**config.mk**
```make
export PLATFORM = sky130hd
export DESIGN_NAME = obr_bridge
export DESIGN_NICKNAME = d
export VERILOG_FILES = /design/src/rtl/obr_pkg.sv /design/src/rtl/obr_cmd_decode.sv /design/src/rtl/obr_stat_pack.sv /design/src/rtl/obr_bridge.sv
export SDC_FILE = /design/constraint.sdc
export NUM_CORES = 1
export LEC_CHECK = 0
export ABC_AREA = 1
export BUFFER_PORTS_ARGS = -buffer_cell sky130_fd_sc_hd__buf_2
export CAP_MARGIN = 0
export CORE_MARGIN = 4
export CORE_UTILIZATION = 49
export CTS_CLUSTER_DIAMETER = 120
export DETAILED_ROUTE_END_ITERATION = 16
export GPL_TIMING_DRIVEN = 1
export HOLD_SLACK_MARGIN = 0.1
export PLACE_DENSITY = 0.83
export SETUP_SLACK_MARGIN = 0.02
export SLEW_MARGIN = 20
export SYNTH_ARGS = -nofsm -noshare
export SYNTH_HDL_FRONTEND = slang
export SYNTH_SLANG_ARGS = --single-unit
export TNS_END_PERCENT = 20
```
**constraint.sdc**
```tcl
create_clock -name clk -period 5.1 [get_ports clk]
set_input_delay 1.53 -clock clk [delete_from_list [all_inputs] [get_ports clk]]
set_output_delay 1.53 -clock clk [all_outputs]
set_load 0.01 [all_outputs]
```
**src/rtl/obr_pkg.sv**
```systemverilog
package obr_pkg;
    localparam int ADDR_W  = 24;
    localparam int DATA_W  = 32;
    localparam int ERRF_W  = 6;
    localparam int REG_W   = 2 * DATA_W;
    localparam int SIZE_W  = 2;

    localparam int B_OVR   = 0;
    localparam int B_BUSY  = 16;
    localparam int B_RVAL  = 17;
    localparam int B_PORT  = 2;
    localparam int B_HUB   = 10;
    localparam int B_FAB   = 20;
    localparam int B_FABHI = 27;

    localparam logic [1:0] OFS_CMD  = 2'd0;
    localparam logic [1:0] OFS_STAT = 2'd1;
    localparam logic [1:0] OFS_SNAP = 2'd2;

    typedef struct packed {
        logic              we;
        logic [SIZE_W-1:0] size;
        logic [ADDR_W-1:0] addr;
        logic [DATA_W-1:0] wdata;
    } cmd_t;

    typedef struct packed {
        logic              busy;
        cmd_t              cmd;
        logic              rvalid;
        logic [DATA_W-1:0] rdata;
        logic [ERRF_W-1:0] e_fab;
        logic [ERRF_W-1:0] e_hub;
        logic [ERRF_W-1:0] e_port;
        logic              ovr;
        logic [DATA_W-1:0] snap;
    } state_t;

    function automatic logic [DATA_W-1:0] pack_status(
        input logic busy, input logic rvalid,
        input logic [ERRF_W-1:0] ef, input logic [ERRF_W-1:0] eh,
        input logic [ERRF_W-1:0] ep, input logic ovr);
        logic [DATA_W-1:0] w;
        w = '0;
        w[B_BUSY] = busy;
        w[B_RVAL] = rvalid;
        w[B_OVR]  = ovr;
        w[B_FABHI] = ef[ERRF_W-1];
        w[B_FAB +: ERRF_W-1] = ef[ERRF_W-2:0];
        w[B_HUB +: ERRF_W]   = eh;
        w[B_PORT +: ERRF_W]  = ep;
        return w;
    endfunction
endpackage

```
**src/rtl/obr_cmd_decode.sv**
```systemverilog
module obr_cmd_decode
    import obr_pkg::*;
(
    input  logic [REG_W-1:0] word,
    output cmd_t             cmd
);
    localparam int CW_TOP = REG_W - 1;

    always_comb begin
        cmd.we    = word[CW_TOP];
        cmd.size  = word[CW_TOP-1 -: SIZE_W];
        cmd.addr  = word[DATA_W +: ADDR_W];
        cmd.wdata = word[DATA_W-1:0];
    end
endmodule

```
**src/rtl/obr_stat_pack.sv**
```systemverilog
module obr_stat_pack
    import obr_pkg::*;
(
    input  logic              busy,
    input  logic              rvalid,
    input  logic [ERRF_W-1:0] e_fab,
    input  logic [ERRF_W-1:0] e_hub,
    input  logic [ERRF_W-1:0] e_port,
    input  logic              ovr,
    output logic [DATA_W-1:0] stat
);
    always_comb stat = pack_status(busy, rvalid, e_fab, e_hub, e_port, ovr);
endmodule

```
**src/rtl/obr_bridge.sv**
```systemverilog
module obr_bridge
    import obr_pkg::*;
(
    input  logic              clk,
    input  logic              rst_n,
    input  logic              reg_valid,
    input  logic              reg_write,
    input  logic [1:0]        reg_offset,
    input  logic [REG_W-1:0]  reg_wdata,
    output logic [REG_W-1:0]  reg_rdata,
    output logic              bus_req,
    output logic              bus_we,
    output logic [SIZE_W-1:0] bus_size,
    output logic [ADDR_W-1:0] bus_addr,
    output logic [DATA_W-1:0] bus_wdata,
    input  logic              bus_ack,
    input  logic [DATA_W-1:0] bus_rdata,
    input  logic [ERRF_W-1:0] err_bus,
    input  logic [ERRF_W-1:0] err_hub,
    input  logic [ERRF_W-1:0] err_port
);
    state_t            s_d, s_q;
    cmd_t              cmd_in;
    logic [DATA_W-1:0] stat_w;
    logic              cmd_wr, stat_wr, stat_clr, any_err;
    logic [ERRF_W-1:0] nf, nh, np;

    obr_cmd_decode i_dec (.word(reg_wdata), .cmd(cmd_in));

    obr_stat_pack i_pack (
        .busy(s_q.busy), .rvalid(s_q.rvalid), .e_fab(s_q.e_fab),
        .e_hub(s_q.e_hub), .e_port(s_q.e_port), .ovr(s_q.ovr), .stat(stat_w)
    );

    always_comb begin
        cmd_wr   = reg_valid && reg_write && (reg_offset == OFS_CMD);
        stat_wr  = reg_valid && reg_write && (reg_offset == OFS_STAT);
        stat_clr = stat_wr && (reg_wdata == '0);
        any_err  = |{err_bus, err_hub, err_port};
        nf = '0;
        nh = '0;
        np = '0;

        s_d = s_q;
        if (stat_clr) begin
            s_d.e_fab  = '0;
            s_d.e_hub  = '0;
            s_d.e_port = '0;
            s_d.ovr    = 1'b0;
        end

        if (s_q.busy) begin
            if (cmd_wr) s_d.ovr = 1'b1;
            if (bus_ack) begin
                s_d.busy   = 1'b0;
                nf = s_d.e_fab  | err_bus;
                nh = s_d.e_hub  | err_hub;
                np = s_d.e_port | err_port;
                s_d.e_fab  = nf;
                s_d.e_hub  = nh;
                s_d.e_port = np;
                if (any_err) begin
                    s_d.rvalid = 1'b0;
                    s_d.rdata  = '1;
                end else if (s_q.cmd.we) begin
                    s_d.rvalid = 1'b0;
                    s_d.rdata  = '0;
                end else begin
                    s_d.rvalid = 1'b1;
                    s_d.rdata  = bus_rdata;
                end
                s_d.snap = pack_status(1'b0, s_d.rvalid, nf, nh, np, s_d.ovr);
            end
        end else if (cmd_wr) begin
            s_d.busy   = 1'b1;
            s_d.cmd    = cmd_in;
            s_d.rvalid = 1'b0;
        end
    end

    always_ff @(posedge clk or negedge rst_n) begin
        if (!rst_n) s_q <= '0;
        else        s_q <= s_d;
    end

    always_comb begin
        unique case (reg_offset)
            OFS_STAT: reg_rdata = {stat_w, s_q.rdata};
            OFS_SNAP: reg_rdata = {s_q.snap, {DATA_W{1'b0}}};
            default:  reg_rdata = '0;
        endcase
    end

    assign bus_req   = s_q.busy;
    assign bus_we    = s_q.cmd.we;
    assign bus_size  = s_q.cmd.size;
    assign bus_addr  = s_q.cmd.addr;
    assign bus_wdata = s_q.cmd.wdata;
endmodule

```
### Word level (Yosys, flattened, before mapping)

Index checks and enable logic that the tools add are counted.

| storage, ports and cells | value |
|---|---|
| output and inout port bits | 124 |
| register bits | 132 |
| memories | 0 |
| bits in writable memories | 0 |
| bits in latches | 0 |
| ROM bits | 0 |
| word-level logic and storage cells | 42 |

| cells by class | value |
|---|---|
| divide/modulo/power cells | 0 |
| shift-type cells | 0 |
| $lt $le $gt $ge | 0 |
| multiply operators | 0 |
| reductions and logical operators | 11 |
| add/subtract/negate cells | 0 |
| equality and inequality tests | 3 |
| bitwise logic cells | 4 |
| multiplexer cells | 12 |

Operators with widths:

| cell | count |
|---|---|
| one-hot mux 60 bit (2 select lines) | 1 |
| 2-to-1 mux 51 bit | 2 |
| 2-to-1 mux 33 bit | 2 |
| logical NOT 64 bit | 1 |
| 2-to-1 mux 61 bit | 1 |
| 2-to-1 mux 28 bit | 1 |
| 2-to-1 mux 19 bit | 1 |
| bitwise OR 6 bit | 3 |
| OR reduction 18 bit | 1 |
| AND reduction 2 bit | 3 |
| logical AND 1 bit | 4 |
| 2-to-1 mux 1 bit | 4 |
| equality test 2 x 1 -> 1 bit, second input constant | 1 |
| equality test 2 bit, second input constant | 1 |
| logical NOT 2 bit | 1 |
| inequality test 2 bit, second input constant | 1 |
| nonzero test 2 bit | 1 |
| inverter 1 bit | 1 |

### Depth between registers and ports, before layout

| logic depth | value |
|---|---|
| word-level depth | 7 |
| depth in mapped cells | 11 |
| depth with buffers taken out | 9 |

### Hierarchy

Synthesis repeated with hierarchy kept, for this count alone.

| second synthesis, totals | value |
|---|---|
| cell total of the unflattened synthesis | 816 |
| area total of the unflattened synthesis | 7,239.4 µm² |

Modules (own cells, without submodules):

| module | area each (µm²) | times used | cells an instance |
|---|---|---|---|
| obr_bridge | 6,552.5 | 1 | 724 |
| obr_cmd_decode | 442.9 | 1 | 59 |
| obr_stat_pack | 244.0 | 1 | 33 |

### Worst setup path before layout

No wires, ideal clock.

| timing path | value |
|---|---|
| kind | in2out |
| from | in reg_offset[1] |
| to | out reg_rdata[32] |
| arrival | 2,416 ps |
| data required time | 3,570 ps |
| path buffers | 2 |
| stages on the path | 6 |
| path slack | 1,154 ps |
| cells stage by stage | inv_1 > ha_1 > buf_4 > clkbuf_1 > nand2_1 > a21oi_1 |

| on the way | value |
|---|---|
| word-level cells in the longest chain between the ends | 2 |
| elaborated cells on any way between the ends | 3 |

Ends and longest elaborated chain:

| item | line | RTL |
|---|---|---|
| start, declared | obr_bridge.sv:8 | `input logic [1:0] reg_offset,` |
| equality test 2 bit or equality test 2 x 1 -> 1 bit (tied branches) | obr_bridge.sv:87 | `unique case (reg_offset)` |
| one-hot mux 60 bit (2 select lines) * | obr_bridge.sv:87 |  |
| end, declared | obr_bridge.sv:10 | `output logic [REG_W-1:0] reg_rdata,` |

Mark *: on every way between the ends. The rest lies on a longest branch, timed or not.

### Worst setup path in the final report

| timing path | value |
|---|---|
| from | in reg_offset[1] |
| to | out reg_rdata[4] |

Same word-level chain as after synthesis.

==> impl_metrics.tcl <==
set metrics [dict create \
    status "complete, no violations" \
    numCtsBuffers 17 \
    drv_slew 0 \
    synthTopCellsByArea "dfrtp_1 (50%), nand2_1 (12%), buf_4 (8.4%)" \
    synth_cells 728 \
    startpoint_type "primary input" \
    antenna_found_initial 0 \
    r2r_slack_ps 2860 \
    cts_buffer_depth 2 \
    nNetsFinal 1016 \
    min_from "bus_wdata[0]" \
    drtIter0Drc 294 \
    slowest_stage "ha_2" \
    p_seq_share_pct 42.7 \
    wire_per_inst_um 14.3 \
    layout.cells.non_filler 1077 \
    routed-via-count 5183 \
    rsz0062_at_grt "false" \
    wl_met3_mm 1.38 \
    die_w_um 124 \
    synth_top_family_by_area "simple AND/OR/NAND/NOR gates" \
    slowest_delay_ps 500 \
    boundaryPins 245 \
    r2r-end "s_q[69]" \
    clock-sinks 132 \
    yosysTopAreaCell "dfrtp_1" \
    grt_pass1_wl_mm 24.1 \
    hold_slack_ps 479 \
    final_hold_viol_count 0 \
    ff2ff_path_depth 4 \
    combPwrFrac_pct 29.2 \
    tns_ps 0 \
    synth_fa_ha_area_share_pct 0.573 \
    cp.arrival_ps 2890 \
    synth_seq_cells 132 \
    wl_mm 15.3 \
    skew_ps 7.22 \
    cts_max_level 4 \
    die_y_um 124 \
    path_cells "buf_2, inv_1, ha_2, buf_4, nand2_1, inv_1, buf_2" \
    gp_congestion 0.827 \
    p_switching_mw 1.31 \
    routed.top_layer "met4" \
    worst_slew_pin_slew_ps 1010 \
    min_period_ps 4420 \
    cts_tree "done" \
    synth_compound_area_share_pct 4.91 \
    grt_max_degree 99 \
    gr-total-overflow 0 \
    cts-resized-gates 0 \
    fillCellCount 1078 \
    drcViolationCount 0 \
    ys_seq_area_share_pct 50.4 \
    clkLatencyLatePin_ps 410 \
    synth_xor_area_share_pct 0 \
    peakVddDrop_uv 307 \
    cts.hold.buffers_added 0 \
    cp-endpoint "reg_rdata[4]" \
    critPathLaunch "reg_offset[1]" \
    diodes 0 \
    max_freq_ghz 0.226 \
    vias_per_cell 4.81 \
    power.static_leakage_nw 4.20 \
    total_power_mw 3.98 \
    grt_pass1_vias 4980 \
    clk_pin_slew_worst_paths_ps 50 \
    place_area_um2 7330 \
    netlist_area_um2 6550 \
    core-area_um2 12900 \
    slew-limit-headroom_pct 32.6 \
    synthDominantCellAreaShare_pct 50.4 \
    synth-simple-area-share_pct 21.7 \
    dpl.hpwl_mm 11.3 \
    synth_cell_types 27 \
    io_buffers 233 \
    required_ps 3570 \
    r2r_start "bus_req" \
    yosysWarnings 0 \
    antenna_left 0 \
    drive_above_1_share_pct 36.0 \
    synthToLayoutAreaGrowth_pct 20.3 \
    worst_setup_path_end_kind "output pin" \
    power_density_nw_per_um2 504 \
    intPower_mw 2.66 \
    die_area_um2 15300 \
    max-cap-violations 0 \
    crit_fanout 31 \
    setup_viol 0 \
    switching_share_pct 33.0 \
    pwr-share-clk_pct 28.1 \
    cts-root-buf "clkbuf_16" \
    dp_cells 1045 \
    hp-class "reg2reg" \
    path_class "in2out" \
    final_area_um2 7880 \
    synth.avg_cell_area_um2 9.00 \
    final.period_utilization_pct 86.7 \
    start_util_pct 50.9 \
    grt_usage_pct 20.3 \
    drtPass1Iterations 6 \
    synth_mux_area_share_pct 9.11 \
    wl_met1_mm 6.32 \
    rows 41 \
    wl_met2_mm 7.40 \
    postCtsSetupBuffers 0 \
]
layout make-up:
| type | count | area [µm²] | share of cell area [%] |
|---|---|---|---|
| sequential | 132 | 3300 | 41.9 |
| timing repair buffer | 237 | 1200 | 15.3 |
| clock inverter | 10 | 82.6 | 1.05 |
| clock buffer | 22 | 464 | 5.89 |
| tap | 172 | 215 | 2.73 |
| multi-input combinational | 455 | 2430 | 30.8 |
| inverter | 49 | 184 | 2.33 |
per-stage QoR:
step,utilization [%],setup slack [ps]
final,61.2,680
after CTS,61.2,675
after detailed placement,56.9,683
after global routing,61.2,513
after floorplan,-,1150
after global placement,56.9,734
cells in the mapped netlist, drive strengths merged:
library cell / number
nor4: 3
conb: 1
buf: 87
o21ai: 13
a21oi: 40
ha: 3
nand4: 3
nor2: 76
dfrtp: 132
inv: 49
nand3: 38
or2: 1
nand2: 212
nor3: 2
clkbuf: 15
mux2: 53
logic make-up after synthesis:
group,count (synthesis)
AND/OR/NAND/NOR,335
buffers and inverters,151
flip-flops,132
AO/OA/AOI/OAI,53
multiplexers,53
adder cells (fa/ha/maj),3
other,1
how the worst min path moves through the flow:
stage / to / cells after the start / slack [ps]
2_1_floorplan: s_q[17] / 2 / 450
4_1_cts: bus_wdata[0] / 2 / 490
3_5_place_dp: bus_wdata[0] / 2 / 480
5_1_grt: bus_wdata[20] / 1 / 500
3_3_place_gp: bus_size[1] / 2 / 460
6_report: bus_wdata[0] / 2 / 480
state kept, by name, summed over array words and instances (netlist names):
register / cells
bus_addr: 24
bus_req: 1
bus_size: 2
bus_wdata: 32
bus_we: 1
s_q: 72
critical path, delay by kind of cell:
family                     cells  cell delay [ps]
buffers and inverters          5              760
adders and majority gates      1              500
and+or+nand+nor                1              100
placed cells by master, fill, tap and decap left out, types with 2 or more instances in the layout:
| cell | n |
|---|---|
| buf_2 | 232 |
| clkinv_2 | 6 |
| nor4_1 | 3 |
| inv_2 | 2 |
| o21ai_0 | 8 |
| buf_4 | 4 |
| nor2_1 | 74 |
| conb_1 | 11 |
| inv_1 | 47 |
| dfrtp_1 | 132 |
| a21oi_2 | 10 |
| clkbuf_16 | 17 |
| clkinvlp_4 | 3 |
| o21ai_2 | 5 |
| a21oi_1 | 30 |
| clkbuf_8 | 2 |
| mux2_2 | 26 |
| nand3_1 | 37 |
| mux2_1 | 27 |
| nand2_4 | 10 |
| ha_1 | 2 |
| nand4_1 | 3 |
| nand2_1 | 201 |
| clkbuf_1 | 3 |
metal layers:
metal  GRT usage [%]  up-vias
li1                -     2537
met1            26.0     2396
met2            33.1      231
met3            5.54       19
met4            6.99        0
met5               0        -
power by group through the flow:
| stage | sequential, mW | combinational, mW | clock, mW |
|---|---|---|---|
| 2_1_floorplan | 1.64 | 1.02 | 0 |
| 3_3_place_gp | 1.70 | 1.14 | 0 |
| 3_5_place_dp | 1.70 | 1.19 | 0 |
| 4_1_cts | 1.70 | 1.18 | 1.14 |
| 5_1_grt | 1.74 | 1.31 | 1.18 |
| 6_report | 1.70 | 1.16 | 1.12 |
No activity file was read; power rests on OpenSTA's default activity.
